[src/rtl/rfi_pkg.sv]
package rfi_pkg;
  localparam int NV = 8;
  localparam int V_CLS = 0;
  localparam int V_C64 = 1;
  localparam int V_HYP = 2;
  localparam int V_CRT = 3;
  localparam int V_DBG = 4;
  localparam int V_MCK = 5;
  localparam int V_OCR = 6;
  localparam int V_SYS = 7;

  function automatic logic [63:0] variant_mask(input int v);
    case (v)
      V_CLS, V_C64, V_HYP:   variant_mask = ~64'h0000_0000_783F_0000;
      V_CRT, V_DBG, V_MCK:   variant_mask = ~64'h0000_0000_3FFF_0000;
      V_OCR:                 variant_mask = ~64'h0000_0000_FFFF_0000;
      default:               variant_mask = 64'h0000_0000_0000_FFFF;
    endcase
  endfunction

  function automatic logic variant_keeps_hi(input int v);
    variant_keeps_hi = (v == V_CLS);
  endfunction
endpackage

[src/rtl/rfi_src_mux.sv]
module rfi_src_mux
  import rfi_pkg::*;
#(
  parameter int XLEN = 64
) (
  input  logic [NV-1:0]            sel,
  input  logic [NV-1:0][XLEN-1:0]  pc_bank,
  input  logic [NV-1:0][XLEN-1:0]  st_bank,
  output logic [XLEN-1:0]          pc_o,
  output logic [XLEN-1:0]          st_o,
  output logic [XLEN-1:0]          mask_o,
  output logic                     keep_hi_o
);
  logic [NV-1:0][XLEN-1:0] lane_pc, lane_st, lane_mask;
  logic [NV-1:0]           lane_keep;

  for (genvar g = 0; g < NV; g++) begin : g_lane
    localparam logic [63:0] MASK64 = variant_mask(g);
    localparam logic        KEEP   = variant_keeps_hi(g);
    assign lane_pc[g]   = sel[g] ? pc_bank[g] : '0;
    assign lane_st[g]   = sel[g] ? st_bank[g] : '0;
    assign lane_mask[g] = sel[g] ? MASK64[XLEN-1:0] : '0;
    assign lane_keep[g] = sel[g] & KEEP;
  end

  always_comb begin
    pc_o      = '0;
    st_o      = '0;
    mask_o    = '0;
    for (int i = 0; i < NV; i++) begin
      pc_o   = pc_o | lane_pc[i];
      st_o   = st_o | lane_st[i];
      mask_o = mask_o | lane_mask[i];
    end
    keep_hi_o = |lane_keep;
  end
endmodule

[src/rtl/rfi_width_fix.sv]
module rfi_width_fix #(
  parameter int XLEN     = 64,
  parameter int MODE_BIT = XLEN - 1
) (
  input  logic [XLEN-1:0] pc_i,
  input  logic [XLEN-1:0] st_i,
  input  logic [XLEN-1:0] mask_i,
  input  logic            keep_hi_i,
  input  logic [XLEN-1:0] cur_i,
  output logic            wide_o,
  output logic [XLEN-1:0] pc_o,
  output logic [XLEN-1:0] st_o
);
  localparam int HALF = XLEN / 2;

  logic [XLEN-1:0] masked;
  logic [HALF-1:0] upper_keep;

  assign wide_o     = st_i[MODE_BIT];
  assign masked     = st_i & mask_i;
  assign upper_keep = keep_hi_i ? cur_i[XLEN-1:HALF] : '0;

  always_comb begin
    if (wide_o) begin
      pc_o = {pc_i[XLEN-1:2], 2'b00};
      st_o = masked;
    end else begin
      pc_o = {{HALF{1'b0}}, pc_i[HALF-1:2], 2'b00};
      st_o = {upper_keep, masked[HALF-1:0]};
    end
  end
endmodule

[src/rtl/rfi_restore_unit.sv]
module rfi_restore_unit
  import rfi_pkg::*;
#(
  parameter int XLEN     = 64,
  parameter int MODE_BIT = XLEN - 1
) (
  input  logic            clk,
  input  logic            rst_n,
  input  logic            rfi_go,
  input  logic [NV-1:0]   rfi_sel,
  input  logic [XLEN-1:0] srr_pc,
  input  logic [XLEN-1:0] srr_st,
  input  logic [XLEN-1:0] hyp_pc,
  input  logic [XLEN-1:0] hyp_st,
  input  logic [XLEN-1:0] crit_pc,
  input  logic [XLEN-1:0] crit_st,
  input  logic [XLEN-1:0] dbg_pc,
  input  logic [XLEN-1:0] dbg_st,
  input  logic [XLEN-1:0] mck_pc,
  input  logic [XLEN-1:0] mck_st,
  input  logic [XLEN-1:0] alt_pc,
  input  logic [XLEN-1:0] alt_st,
  input  logic [XLEN-1:0] link_val,
  input  logic [XLEN-1:0] count_val,
  input  logic [XLEN-1:0] cur_state,
  output logic [XLEN-1:0] new_pc,
  output logic [XLEN-1:0] new_state,
  output logic            state_we,
  output logic            pipe_flush
);
  localparam int HALF = XLEN / 2;

  logic [NV-1:0][XLEN-1:0] pc_bank, st_bank;
  logic [XLEN-1:0] src_pc, src_st, src_mask, fix_pc, fix_st;
  logic            src_keep, src_wide, sel_onehot, fire;

  always_comb begin
    pc_bank[V_CLS] = srr_pc;   st_bank[V_CLS] = srr_st;
    pc_bank[V_C64] = srr_pc;   st_bank[V_C64] = srr_st;
    pc_bank[V_HYP] = hyp_pc;   st_bank[V_HYP] = hyp_st;
    pc_bank[V_CRT] = crit_pc;  st_bank[V_CRT] = crit_st;
    pc_bank[V_DBG] = dbg_pc;   st_bank[V_DBG] = dbg_st;
    pc_bank[V_MCK] = mck_pc;   st_bank[V_MCK] = mck_st;
    pc_bank[V_OCR] = alt_pc;   st_bank[V_OCR] = alt_st;
    pc_bank[V_SYS] = link_val; st_bank[V_SYS] = count_val;
  end

  assign sel_onehot = (rfi_sel != '0) && ((rfi_sel & (rfi_sel - 1'b1)) == '0);
  assign fire       = rfi_go && sel_onehot;

  rfi_src_mux #(.XLEN(XLEN)) u_mux (
    .sel       (rfi_sel),
    .pc_bank   (pc_bank),
    .st_bank   (st_bank),
    .pc_o      (src_pc),
    .st_o      (src_st),
    .mask_o    (src_mask),
    .keep_hi_o (src_keep)
  );

  rfi_width_fix #(.XLEN(XLEN), .MODE_BIT(MODE_BIT)) u_fix (
    .pc_i      (src_pc),
    .st_i      (src_st),
    .mask_i    (src_mask),
    .keep_hi_i (src_keep),
    .cur_i     (cur_state),
    .wide_o    (src_wide),
    .pc_o      (fix_pc),
    .st_o      (fix_st)
  );

  always_ff @(posedge clk) begin
    if (!rst_n) begin
      new_pc     <= '0;
      new_state  <= '0;
      state_we   <= 1'b0;
      pipe_flush <= 1'b0;
    end else begin
      state_we   <= fire;
      pipe_flush <= fire;
      if (fire) begin
        new_pc    <= fix_pc;
        new_state <= fix_st;
      end
    end
  end

  AST_PC_ALIGNED: assert property (@(posedge clk) disable iff (!rst_n)
    state_we |-> (new_pc[1:0] == 2'b00));
  AST_WE_FOLLOWS_GO: assert property (@(posedge clk) disable iff (!rst_n)
    fire |=> (state_we && pipe_flush));
  AST_NO_SPURIOUS_WE: assert property (@(posedge clk) disable iff (!rst_n)
    state_we |-> $past(rfi_go));
  AST_HOLD_IDLE: assert property (@(posedge clk) disable iff (!rst_n)
    !state_we |-> ($stable(new_pc) && $stable(new_state)));
  AST_NARROW_PC: assert property (@(posedge clk) disable iff (!rst_n)
    (fire && !src_wide) |=> (new_pc[XLEN-1:HALF] == '0));
  AST_KEEP_UPPER: assert property (@(posedge clk) disable iff (!rst_n)
    (fire && !src_wide && rfi_sel[V_CLS])
      |=> (new_state[XLEN-1:HALF] == $past(cur_state[XLEN-1:HALF])));
endmodule

[config.mk]
export PLATFORM = sky130hd
export DESIGN_NAME = rfi_restore_unit
export DESIGN_NICKNAME = d
export VERILOG_FILES = /design/src/rtl/rfi_pkg.sv /design/src/rtl/rfi_src_mux.sv /design/src/rtl/rfi_width_fix.sv /design/src/rtl/rfi_restore_unit.sv
export SDC_FILE = /design/constraint.sdc
export NUM_CORES = 1
export LEC_CHECK = 0
export ABC_CLOCK_PERIOD_IN_PS = 4090
export BUFFER_PORTS_ARGS = -buffer_cell sky130_fd_sc_hd__buf_2
export CAP_MARGIN = 20
export CELL_PAD_IN_SITES_DETAIL_PLACEMENT = 0
export CELL_PAD_IN_SITES_GLOBAL_PLACEMENT = 1
export CORE_AREA = 2 2 433 435
export DETAILED_ROUTE_END_ITERATION = 7
export DIE_AREA = 0 0 435 437
export GPL_TIMING_DRIVEN = 0
export MAX_ROUTING_LAYER = met4
export PLACE_DENSITY = 0.3
export SYNTH_ARGS = -nofsm -noshare
export SYNTH_HDL_FRONTEND = slang
export SYNTH_SLANG_ARGS = --single-unit
[constraint.sdc]
create_clock -name clk -period 4.09 [get_ports clk]
set_clock_uncertainty 0.2 [all_clocks]
set_input_delay 0.409 -clock clk [delete_from_list [all_inputs] [get_ports clk]]
set_output_delay 0.409 -clock clk [all_outputs]
set_load 0.02 [all_outputs]
# Yosys cells after proc, flatten, opt, wreduce, memory -nomap -nowiden
# Cells that the tools add are included.
# totals
reg_bits	129
input_bits	971
word_cells	58
# classes
muxes	27
n_reduce_logical	4
bitwise	23
add_sub_neg	1
# op_table
op	count
two-way mux 64 bit	25
bitwise OR 64 bit	20
AND 64 bit	1
bitwise OR 64 x 16 -> 64 bit	1
two-way mux 32 bit	1
two-way mux 16 bit	1
AND 8 bit	1
zero test 8 bit	1
nonzero test 8 bit	1
subtractor 8 x 1 -> 8 bit, second input constant	1
logical AND 1 bit	2

# Logic depth before layout (Yosys ltp)
# logic_depth
depth_word	10
mapped_depth	9
mapped_depth_nobuf	5

# Cells and area by module
# A second synthesis with hierarchy kept.
# hier_totals
hier_cells	2043
hier_area_um2	15476.1
# modules_own_cells
module	instances	seq_area_each_um2	area_each_um2	cells_each
rfi_restore_unit	1	2582.5	8802.2	1083
rfi_src_mux	1	0.0	5572.8	818
rfi_width_fix	1	0.0	1101.1	142

# Least setup slack after synthesis
# No wires, ideal clock.
# synth_path
path_kind	input port to flip-flop
from	in rfi_sel[4]
to	reg new_state[53]
path_stages	7
t_arrival_ns	2.084
setup_ns	0.117
slack_ns	1.689
required_ns	3.773
path_cell_list	buf_6 or4_4 or4_1 o21a_2 buf_6 a22o_1 a22o_1
# synth_via
elab_chain_len	7
# synth_rtl
element	line_no	source
from (decl)	rfi_restore_unit.sv:10	input logic [NV-1:0] rfi_sel,
parallel branches: the longest is 7 deep, another holds subtractor 8 x 1 -> 8 bit	n/a	
to (signal assigned)	rfi_restore_unit.sv:83	new_state <= fix_st;
to (decl)	rfi_restore_unit.sv:27	output logic [XLEN-1:0] new_state,
# Several ways; the timed one is not identified.
# A chain may end at the register's enable or synchronous reset.

# Final worst setup path
# layout_path
from	in rfi_sel[2]
to	reg new_pc[31]
# layout_via
elab_chain_len	8
# layout_rtl
element	line_no	source
parallel branches: the longest is 8 deep, another holds subtractor 8 x 1 -> 8 bit	n/a	
to (signal assigned)	rfi_restore_unit.sv:82	new_pc <= fix_pc;
to (decl)	rfi_restore_unit.sv:26	output logic [XLEN-1:0] new_pc,
# Several ways; the timed one is not identified.

==> reports/qor.csv <==
metric;value;unit
setup_slack;0.363;ns
postSynth.asyncResetShare;0;%
critPathTopFamily;buffers and inverters;
cpPeakStageDelay;1.18;ns
pwr_density_cell;244;nW/um^2
die-height;437;um
hold_path_depth;5;
fin_cells;4737;
antenna_found_initial;199;
status;finished clean;
drive_gt1_share;52.4;%
slew_viol_final;0;
yosys_warnings;0;
final_cell_mix;buf_2 (990), a22oi_1 (223), dfxtp_1 (118);
cp_max_fo;10;
grt_pass1_vias;15900;
nets;3088;
setup_violations;0;
wirelength;169;mm
clkTransAtPathRegs;0.08;ns
cp.required;4.28;ns
cts_resized;0;
rsz0062_at_grt;no;
synth_ff_type;dfxtp_1;
place.detailed.hpwl;151;mm
n_fill_cell;22000;
numCtsBuffers;17;
dp_cells;4556;
dieArea;190000;um^2
syn-cell-area;8710;um^2
syn_area_per_cell;8.20;um^2
place.gp.congestion;0.913;
start_util;4.71;%
synth.yosys.seq_area_share;27.1;%
vdd_drop_max;0.250;mV
min_period_over_period;91.1;%
yosys.cell_types.count;38;
path_cells;buf_2, clkbuf_1, clkbuf_1, buf_8, buf_2, a222oi_1, nand3_1, nand4_1, o21ai_0;
htreeDepth;4;
hold_slack;0.0881;ns
utilization;9.88;%
arrival;3.92;ns
syn_inst;1062;
start_kind;input pin;
power_leakage;0.00768;uW
crit_buf_inv;5;
root_buffer;clkbuf_16;
end_kind;flop;
ant_nets;0;
ys_ff_latch;118;
cts_buffer_depth;2;
hold_viol;0;
tightest_slew;1.30;ns
route.detailed.drc;0;
cts_tree;done;
grt_max_degree;17;
pin_count;1101;
cp_slowest_cell;a222oi_1;
io_buffers;978;
finalCriticalPeriod;3.73;ns
path_class;input pin to flop;
rr_worst_depth;2;
cp.depth;9;
num_rows;158;
firstDrtPassIters;7;
fmax;268;MHz
grt-ovfl-total;0;
grt_pass1_wl;205;mm
setup_tns;0;ns
cts.sink_count;118;
synth_edf_count;0;
vias;16100;
die_w;435;um
final_common_cell;buf_2;
viasPerCell;3.40;
post_drt_wl_per_cell;35.7;um
clk_latency;0.52;ns
post-place-ws;-0.216;ns
max_cap_violations;0;
cts_setup_buffers;0;
max_slew_margin;13.4;%
area_growth;110;%
worstHoldPathType;input pin to flop;
grt.total_usage;17.7;%
drt_iter0_drc;1846;
core-area;185000;um^2
## synth_stat cells, drive strengths merged (7+ instances only)
master,number,area share (%)
a211oi,7,0.60
a22o,63,6.3
a222oi,116,13
a221oi,11,1.1
mux2i,33,3.8
clkbuf,108,4.7
nand3,79,4.5
o21ai,49,2.8
a21oi,19,1.1
nand4,47,3.4
a22oi,223,19
dfxtp,118,27
a31o,32,3.2
buf,49,3.3
nand2,85,3.7
## power breakdown
part           switching (uW)  internal, uW
clock network             806           840
registers                8.51          1160
logic                    1020           613
## worst min-delay path, cell delays in order
cell	delay [ns]
buf_2	0.08
a22oi_1	0.05
nand3_1	0.08
nand4_1	0.09
o21ai_0	0.07
## flip-flops by register name, summed over array words and instances (netlist names)
register and flops:
new_state 55, pipe_flush 1, new_pc 62
## cells by family after synthesis
kind of cell / synth area share (%)
buf+inv: 8.04
other cells: 0.0430
fa+ha+maj: 0.115
mux: 3.79
compound gates: 48.3
simple gates: 12.6
flops: 27.1
## final timing paths
path / from / to / slack (ns)
hold reg to reg: new_pc[48] / new_pc[48] / 0.25
hold / removal: link_val[19] / new_pc[19] / 0.09
setup reg to reg: new_state[8] / new_state[8] / 3.19
setup / recovery: rfi_sel[2] / new_pc[31] / 0.36
## final cells by class
cell class              instances  area [um^2]  share of cell area (%)
multi-input cells             796         5690                    31.1
repair buffers               1026         5520                    30.2
well taps                    2480         3100                    17.0
flip-flops and latches        118         2360                    12.9
plain buffers                 157          722                    3.95
clock buffers                  19          433                    2.37
diodes                        127          318                    1.74
clock inverters                13          124                   0.678
inverters                       1         3.75                  0.0205
## metrics by stage
step | instance area [um^2] | power, uW
floorplan | 8750 | 1700
finish | 18300 | 4450
CTS | 18000 | 4600
global route | 18200 | 4660
global placement | 16700 | 2800
detailed placement | 17200 | 2840
## routing by layer
layer  global-route usage (%)  wire (um)
met1                     19.6      64800
met2                     29.8      82200
met3                     6.90      17800
met4                     3.88       4340
met5                        -          0
## what timing repair did
item / CTS / global route
hold endpoints to repair: 22 / 0
hold buffers: 22 / 0
setup endpoints to repair: 0 / 0
(Power assumes the default switching activity.)
